[config.mk]
export PLATFORM = sky130hd
export DESIGN_NAME = swz_seq
export DESIGN_NICKNAME = d
export VERILOG_FILES = /design/src/rtl/swz_pkg.sv /design/src/rtl/swz_decode.sv /design/src/rtl/swz_walk.sv /design/src/rtl/swz_vf_gate.sv /design/src/rtl/swz_seq.sv
export SDC_FILE = /design/constraint.sdc
export NUM_CORES = 1
export LEC_CHECK = 0
export CAP_MARGIN = 15
export CORE_ASPECT_RATIO = 0.8
export CORE_UTILIZATION = 59
export DETAILED_ROUTE_END_ITERATION = 8
export DONT_BUFFER_PORTS = 1
export PLACE_DENSITY = 0.87
export SLEW_MARGIN = 20
export SYNTH_ARGS = -nofsm -noshare
export SYNTH_HDL_FRONTEND = slang
export SYNTH_SLANG_ARGS = --single-unit
[constraint.sdc]
create_clock -name clk_i -period 5.3 [get_ports clk_i]
set_input_delay 1.06 -clock clk_i [delete_from_list [all_inputs] [get_ports clk_i]]
set_output_delay 1.06 -clock clk_i [all_outputs]
set_load 0.005 [all_outputs]
[src/rtl/swz_pkg.sv]
package swz_pkg;
  localparam int unsigned NSEL  = 4;
  localparam int unsigned SEL_W = 3;
  localparam int unsigned LEN_W = $clog2(NSEL);
  localparam int unsigned SW_W  = NSEL * SEL_W;

  localparam logic [SEL_W-1:0] SEL_SKIP = 3'b000;
  localparam logic [SEL_W-1:0] SEL_END  = 3'b001;

  function automatic logic [SEL_W-1:0] sel_at(logic [SW_W-1:0] sw, int unsigned p);
    return sw[p*SEL_W +: SEL_W];
  endfunction

  function automatic logic sel_emits(logic [SEL_W-1:0] s);
    return (s != SEL_SKIP) && (s != SEL_END);
  endfunction
endpackage

[src/rtl/swz_decode.sv]
module swz_decode
  import swz_pkg::*;
(
  input  logic [SW_W-1:0]  swiz_i,
  output logic [NSEL-1:0]  src_mask_o,
  output logic [NSEL-1:0]  dst_mask_o,
  output logic [LEN_W-1:0] dst_len_m1_o
);
  logic [NSEL-1:0] end_seen;

  always_comb begin
    logic seen;
    seen = 1'b0;
    dst_len_m1_o = LEN_W'(NSEL - 1);
    for (int j = 0; j < NSEL; j++) begin
      if (!seen && sel_at(swiz_i, j) == SEL_END) dst_len_m1_o = LEN_W'(j);
      seen = seen | (sel_at(swiz_i, j) == SEL_END);
      end_seen[j] = seen;
    end
  end

  // source positions at/after the marker are dead; walk length bounds the rest
  for (genvar g = 0; g < NSEL; g++) begin : g_mask
    assign src_mask_o[g] = sel_emits(sel_at(swiz_i, g)) && !end_seen[g];
    assign dst_mask_o[g] = sel_emits(sel_at(swiz_i, g));
  end
endmodule

[src/rtl/swz_walk.sv]
module swz_walk
  import swz_pkg::*;
#(
  parameter int unsigned EW = 6
) (
  input  logic             clk_i,
  input  logic             rst_ni,
  input  logic             start_i,
  input  logic [EW-1:0]    vl_m1_i,
  input  logic [LEN_W-1:0] len_m1_i,
  input  logic             outer_i,
  input  logic [NSEL-1:0]  mask_i,
  input  logic             take_i,
  output logic             has_o,
  output logic [EW-1:0]    elem_o,
  output logic [LEN_W-1:0] pos_o,
  output logic             empty_o
);
  logic             run_q, has_q;
  logic [EW-1:0]    ci_q, hi_q;
  logic [LEN_W-1:0] cj_q, hj_q;
  logic             last_i, last_j, load;

  assign last_i = (ci_q == vl_m1_i);
  assign last_j = (cj_q == len_m1_i);
  assign load   = run_q && (!has_q || take_i);

  always_ff @(posedge clk_i or negedge rst_ni) begin
    if (!rst_ni) begin
      run_q <= 1'b0;
      has_q <= 1'b0;
      ci_q  <= '0;
      cj_q  <= '0;
      hi_q  <= '0;
      hj_q  <= '0;
    end else if (start_i) begin
      run_q <= 1'b1;
      has_q <= 1'b0;
      ci_q  <= '0;
      cj_q  <= '0;
    end else begin
      if (take_i) has_q <= 1'b0;
      if (load) begin
        if (mask_i[cj_q]) begin
          has_q <= 1'b1;
          hi_q  <= ci_q;
          hj_q  <= cj_q;
        end
        if (!outer_i) begin
          if (last_j) begin
            cj_q <= '0;
            if (last_i) run_q <= 1'b0;
            else        ci_q  <= ci_q + 1'b1;
          end else begin
            cj_q <= cj_q + 1'b1;
          end
        end else begin
          if (last_i) begin
            ci_q <= '0;
            if (last_j) run_q <= 1'b0;
            else        cj_q  <= cj_q + 1'b1;
          end else begin
            ci_q <= ci_q + 1'b1;
          end
        end
      end
    end
  end

  assign has_o   = has_q;
  assign elem_o  = hi_q;
  assign pos_o   = hj_q;
  assign empty_o = !run_q && !has_q;
endmodule

[src/rtl/swz_vf_gate.sv]
module swz_vf_gate
  import swz_pkg::*;
(
  input  logic           clk_i,
  input  logic           rst_ni,
  input  logic           start_i,
  input  logic           en_i,
  input  logic           active_i,
  input  logic           req_i,
  input  logic [LEN_W:0] runs_i,
  input  logic           fire_i,
  output logic           allow_o
);
  logic [LEN_W:0] budget_q;

  always_ff @(posedge clk_i or negedge rst_ni) begin
    if (!rst_ni)                       budget_q <= '0;
    else if (start_i)                  budget_q <= '0;
    else if (req_i && active_i && en_i) budget_q <= runs_i;
    else if (fire_i && budget_q != '0) budget_q <= budget_q - 1'b1;
  end

  assign allow_o = !en_i || (budget_q != '0);
endmodule

[src/rtl/swz_seq.sv]
module swz_seq
  import swz_pkg::*;
#(
  parameter int unsigned VL_MAX = 64,
  parameter int unsigned IDX_W  = 8
) (
  input  logic              clk_i,
  input  logic              rst_ni,
  input  logic              start_i,
  input  logic [SW_W-1:0]   swiz_i,
  input  logic [LEN_W:0]    subvl_i,
  input  logic [$clog2(VL_MAX):0] vl_i,
  input  logic              pack_i,
  input  logic              unpack_i,
  input  logic              vfirst_i,
  input  logic              req_i,
  output logic              valid_o,
  output logic              const_o,
  output logic              const_one_o,
  output logic [IDX_W-1:0]  src_idx_o,
  output logic [IDX_W-1:0]  dst_idx_o,
  output logic              done_o
);
  localparam int unsigned EW = $clog2(VL_MAX);

  logic [SW_W-1:0]  swiz_q;
  logic [LEN_W-1:0] subvl_m1_q;
  logic [EW-1:0]    vl_m1_q;
  logic             pack_q, unpack_q, vf_q, active_q, done_q;

  always_ff @(posedge clk_i or negedge rst_ni) begin
    if (!rst_ni) begin
      swiz_q     <= '0;
      subvl_m1_q <= '0;
      vl_m1_q    <= '0;
      pack_q     <= 1'b0;
      unpack_q   <= 1'b0;
      vf_q       <= 1'b0;
    end else if (start_i) begin
      swiz_q     <= swiz_i;
      subvl_m1_q <= LEN_W'(subvl_i - 1'b1);
      vl_m1_q    <= EW'(vl_i - 1'b1);
      pack_q     <= pack_i;
      unpack_q   <= unpack_i;
      vf_q       <= vfirst_i;
    end
  end

  logic [NSEL-1:0]  src_mask, dst_mask;
  logic [LEN_W-1:0] dst_len_m1;

  swz_decode u_dec (
    .swiz_i      (swiz_q),
    .src_mask_o  (src_mask),
    .dst_mask_o  (dst_mask),
    .dst_len_m1_o(dst_len_m1)
  );

  logic             s_has, d_has, s_empty, d_empty, fire, allow;
  logic [EW-1:0]    s_elem, d_elem;
  logic [LEN_W-1:0] s_pos, d_pos;

  swz_walk #(.EW(EW)) u_src (
    .clk_i   (clk_i),
    .rst_ni  (rst_ni),
    .start_i (start_i),
    .vl_m1_i (vl_m1_q),
    .len_m1_i(subvl_m1_q),
    .outer_i (pack_q),
    .mask_i  (src_mask),
    .take_i  (fire),
    .has_o   (s_has),
    .elem_o  (s_elem),
    .pos_o   (s_pos),
    .empty_o (s_empty)
  );

  swz_walk #(.EW(EW)) u_dst (
    .clk_i   (clk_i),
    .rst_ni  (rst_ni),
    .start_i (start_i),
    .vl_m1_i (vl_m1_q),
    .len_m1_i(dst_len_m1),
    .outer_i (unpack_q),
    .mask_i  (dst_mask),
    .take_i  (fire),
    .has_o   (d_has),
    .elem_o  (d_elem),
    .pos_o   (d_pos),
    .empty_o (d_empty)
  );

  // vertical-first substep budget per request
  logic [LEN_W:0] runs;
  always_comb begin
    if (pack_q && unpack_q) runs = (LEN_W+1)'(1);
    else if (pack_q)        runs = {1'b0, dst_len_m1} + 1'b1;
    else                    runs = {1'b0, subvl_m1_q} + 1'b1;
  end

  swz_vf_gate u_vf (
    .clk_i   (clk_i),
    .rst_ni  (rst_ni),
    .start_i (start_i),
    .en_i    (vf_q),
    .active_i(active_q),
    .req_i   (req_i),
    .runs_i  (runs),
    .fire_i  (fire),
    .allow_o (allow)
  );

  assign fire = active_q && !start_i && s_has && d_has && allow;

  always_ff @(posedge clk_i or negedge rst_ni) begin
    if (!rst_ni) begin
      active_q <= 1'b0;
      done_q   <= 1'b0;
    end else if (start_i) begin
      active_q <= 1'b1;
      done_q   <= 1'b0;
    end else if (active_q && (s_empty || d_empty)) begin
      active_q <= 1'b0;
      done_q   <= 1'b1;
    end
  end

  logic [SEL_W-1:0] s_sel;
  logic [IDX_W-1:0] s_idx, d_idx;
  assign s_sel = sel_at(swiz_q, s_pos);
  assign s_idx = IDX_W'(s_elem) * IDX_W'({1'b0, subvl_m1_q} + 1'b1) + IDX_W'(s_sel[1:0]);
  assign d_idx = IDX_W'(d_elem) * IDX_W'({1'b0, dst_len_m1} + 1'b1) + IDX_W'(d_pos);

  assign valid_o     = fire;
  assign const_o     = !s_sel[2];
  assign const_one_o = !s_sel[2] && s_sel[0];
  assign src_idx_o   = s_sel[2] ? s_idx : '0;
  assign dst_idx_o   = d_idx;
  assign done_o      = done_q;
endmodule

==> impl_metrics.env <==
export IMPL_grt_pass1_vias=3356
export IMPL_hold_viol=0
export IMPL_synth_compound_area_frac=0.1198
export IMPL_ys_ff_latch=64
export IMPL_yosysSeqAreaShare=0.3601
export IMPL_share_seq_of_total_power=0.428
export IMPL_synth_edff_count=0
export IMPL_pre_cts_ws_ps=316.7
export IMPL_die_w_um=99.08
export IMPL_cts_hold_buf=0
export IMPL_cts_tree="done"
export IMPL_clock_sinks=64
export IMPL_holdWs_ps=417.8
export IMPL_finalSetupTns_ps=0
export IMPL_p_leak_nw=2.140
export IMPL_powerDensity_nw_per_um2=348.4
export IMPL_critPathKind="reg2out"
export IMPL_grt_pass1_wl_um=15920
export IMPL_track_usage=0.2636
export IMPL_p_clk_frac=0.213
export IMPL_synth_distinct_cells=54
export IMPL_min_period_over_period=0.9471
export IMPL_route_vias_total=3433
export IMPL_synth_fa_ha_area_frac=0.1491
export IMPL_drt_iter0_drc=229
export IMPL_instances_no_fill=563
export IMPL_num_antenna_cells=0
export IMPL_worst_hold_path_type="in2async"
export IMPL_final_nets=550
export IMPL_ys_warn_count=0
export IMPL_ys_top_cells_by_area="dfrtp_1, ha_1, mux2_2"
export IMPL_fillers=550
export IMPL_rsz0062_at_grt="false"
export IMPL_dp_cells=548
export IMPL_syn_nets=546
export IMPL_htreeDepth=3
export IMPL_yosysTopAreaCell="dfrtp_1"
export IMPL_clk_pin_slew_ps=60
export IMPL_startpoint="swiz_q[4]$_DFFE_PN0P_"
export IMPL_synthFlopType="dfrtp_1"
export IMPL_ant_nets=0
export IMPL_r2r_end="u_dst.ci_q[3]$_DFFE_PN0P_"
export IMPL_mostFrequentLayoutCells="dfrtp_1, nand2_1, inv_1"
export IMPL_reg2regPathDepth=9
export IMPL_yosys_area_share_simple=0.1797
export IMPL_synthArstFlopShare=1.000
export IMPL_fin_util=0.6649
export IMPL_core_um2=7094
export IMPL_antenna_found_initial=0
export IMPL_dp_hpwl_um=7091
export IMPL_outcome="finished, final reports clean"
export IMPL_crit_path_max_fanout=7
export IMPL_grt_overflow=0
export IMPL_routedWlPerCell_um=16.58
export IMPL_intPower_mw=1.035
export IMPL_synth_avg_cell_area_um2=9.464
export IMPL_drtPass1Iterations=8
export IMPL_start_util=0.6270
export IMPL_setup_viol=0
export IMPL_via_per_inst=6.098
export IMPL_syn_to_final_growth_pct=6.048
export IMPL_fmax_mhz=199.2
export IMPL_vdd_drop_max_v=0.0002436
export IMPL_port_buffers=0
export IMPL_cp_end_kind="output pin"
export IMPL_start_kind="register"
export IMPL_pwr_share_comb=0.360
export IMPL_final_common_cell="dfrtp_1"
export IMPL_drc_errors=0
export IMPL_fin_ws_ps=280.3
export IMPL_die_h_um=79.66
export IMPL_synth_xor_area_frac=0.05907
export IMPL_drv_slew=0
export IMPL_relSlewSlack=0.4348
export IMPL_post_route_min_period_ps=5020
export IMPL_clock_path_buffers=2
export IMPL_io_pins=49
export IMPL_rows=27
export IMPL_grt_max_degree=65
export IMPL_worst_pin_slew_ps=842.1
export IMPL_placed_area_um2=4526
export IMPL_clock_latency_ps=340
export IMPL_place_gp_congestion=0.8581
export IMPL_skew_ps=7.949
export IMPL_fin_area_um2=4717
export IMPL_drv_cap=0
export IMPL_wl_um=9335
export IMPL_synth_mux_area_frac=0.08636
export IMPL_synth_area_um2=4448
export IMPL_die_area_um2=7892
export IMPL_synth_top_family_by_area="simple AND/OR/NAND/NOR gates"
export IMPL_ff2ff_setup_slack_ps=2920
export IMPL_power_switching_uw=608.2
export IMPL_swShare=0.3701
export IMPL_synth_top_area_share=0.3601
export IMPL_drive_gt1_frac=0.1113
export IMPL_worst_ep_required_time_ps=4240
export IMPL_syn_inst=470
export IMPL_worstPathArrival_ps=3960
export IMPL_cts_root_buffer="clkbuf_8"
export IMPL_finalPower_mw=1.643
export IMPL_cts_buffers=9
export IMPL_r2r_start="u_vf.budget_q[0]$_DFFE_PN0P_"
==> cell usage after synthesis (2+ instances only) <==
library cell	number
nor2b_1	10
a22oi_1	3
nand4_1	4
and2_1	15
mux2i_1	2
a221oi_1	2
a21o_1	4
o211ai_1	4
mux2_2	26
nand2_1	47
inv_1	44
and3_1	2
nor2_1	30
clkbuf_1	7
o31ai_1	2
fa_1	10
a31oi_1	2
nor3_1	7
or4_1	2
buf_1	2
o21a_1	3
or3_1	2
nand2b_1	11
a21boi_0	4
nor3b_1	5
mux4_2	2
xnor2_1	24
nand3_1	13
dfrtp_1	64
o21ai_0	27
o22ai_1	5
a21oi_1	22
xor2_1	6
ha_1	37
==> routing by layer <==
layer / wire [µm] / track usage / vias to the layer above / part of all wire
met1: 4051 / 0.3322 / 1678 / 0.43
met3: 516 / 0.06042 / 15 / 0.055
met2: 4602 / 0.4469 / 108 / 0.49
met4: 164 / 0.1000 / 0 / 0.018
met5: 0 / 0 / - / 0
li1: - / - / 1632 / -
==> worst max-delay path: stages (launching register included) <==
cell	delay, ps
dfrtp_1	420
or3b_2	510
a31oi_2	210
ha_2	360
and2_1	190
ha_1	290
ha_1	320
ha_1	170
inv_1	60
fa_1	410
nor2b_1	160
o21ai_2	80
a21boi_2	150
o21ai_1	80
nand2b_1	90
xnor2_1	140
==> worst max path at each step <==
stage / endpoint / slack (ps) / depth (start not counted)
finish: dst_idx_o[7] / 280 / 15
global route: dst_idx_o[7] / 6 / 15
CTS: dst_idx_o[7] / 20 / 15
detailed placement: dst_idx_o[7] / 320 / 15
global placement: dst_idx_o[7] / 480 / 15
floorplan: dst_idx_o[7] / 520 / 15
==> kinds of logic (layout without fill, tap and decap cells) <==
kind of cell	after synthesis	in the layout
mux	31	31
xor+xnor	30	30
simple gates	157	157
flops	64	64
compound gates	87	87
fa+ha+maj	47	47
buf+inv	54	60
==> power groups by stage <==
| stage | sequential, mW | combinational, mW | clock, mW |
|---|---|---|---|
| floorplan | 0.658 | 0.481 | 0 |
| global placement | 0.700 | 0.542 | 0 |
| detailed placement | 0.707 | 0.578 | 0 |
| CTS | 0.699 | 0.586 | 0.360 |
| global route | 0.719 | 0.674 | 0.378 |
| finish | 0.703 | 0.591 | 0.350 |
==> cell type report <==
type	count	area [µm²]	area share
Clock inverter	1	5.005	0.001061
Tap cell	87	108.9	0.02308
Multi-Input combinational cell	352	2659	0.5637
Sequential cell	64	1602	0.3395
Clock buffer	12	155.1	0.03289
Timing Repair Buffer	3	22.52	0.004775
Inverter	44	165.2	0.03501
==> state kept, by name (all words and copies together), names as in the netlist <==
name,count
u_src.cj_q,2
u_dst.pos_o,2
u_src.pos_o,2
u_dst.ci_q,6
swiz_q,12
active_q,1
done_o,1
u_vf.budget_q,3
u_dst.cj_q,2
u_dst.has_o,1
u_src.run_q,1
subvl_m1_q,2
u_src.has_o,1
u_src.ci_q,6
u_dst.run_q,1
vf_q,1
u_src.elem_o,6
pack_q,1
u_dst.elem_o,6
unpack_q,1
vl_m1_q,6
==> repair_timing <==
action | CTS | global route
gates resized for setup | 1 | 6
setup endpoints to repair | 1 | 3
buffers inserted | 0 | 2
pin swaps | 0 | 2
cloned | 0 | 0
(Power assumes the default switching activity.)
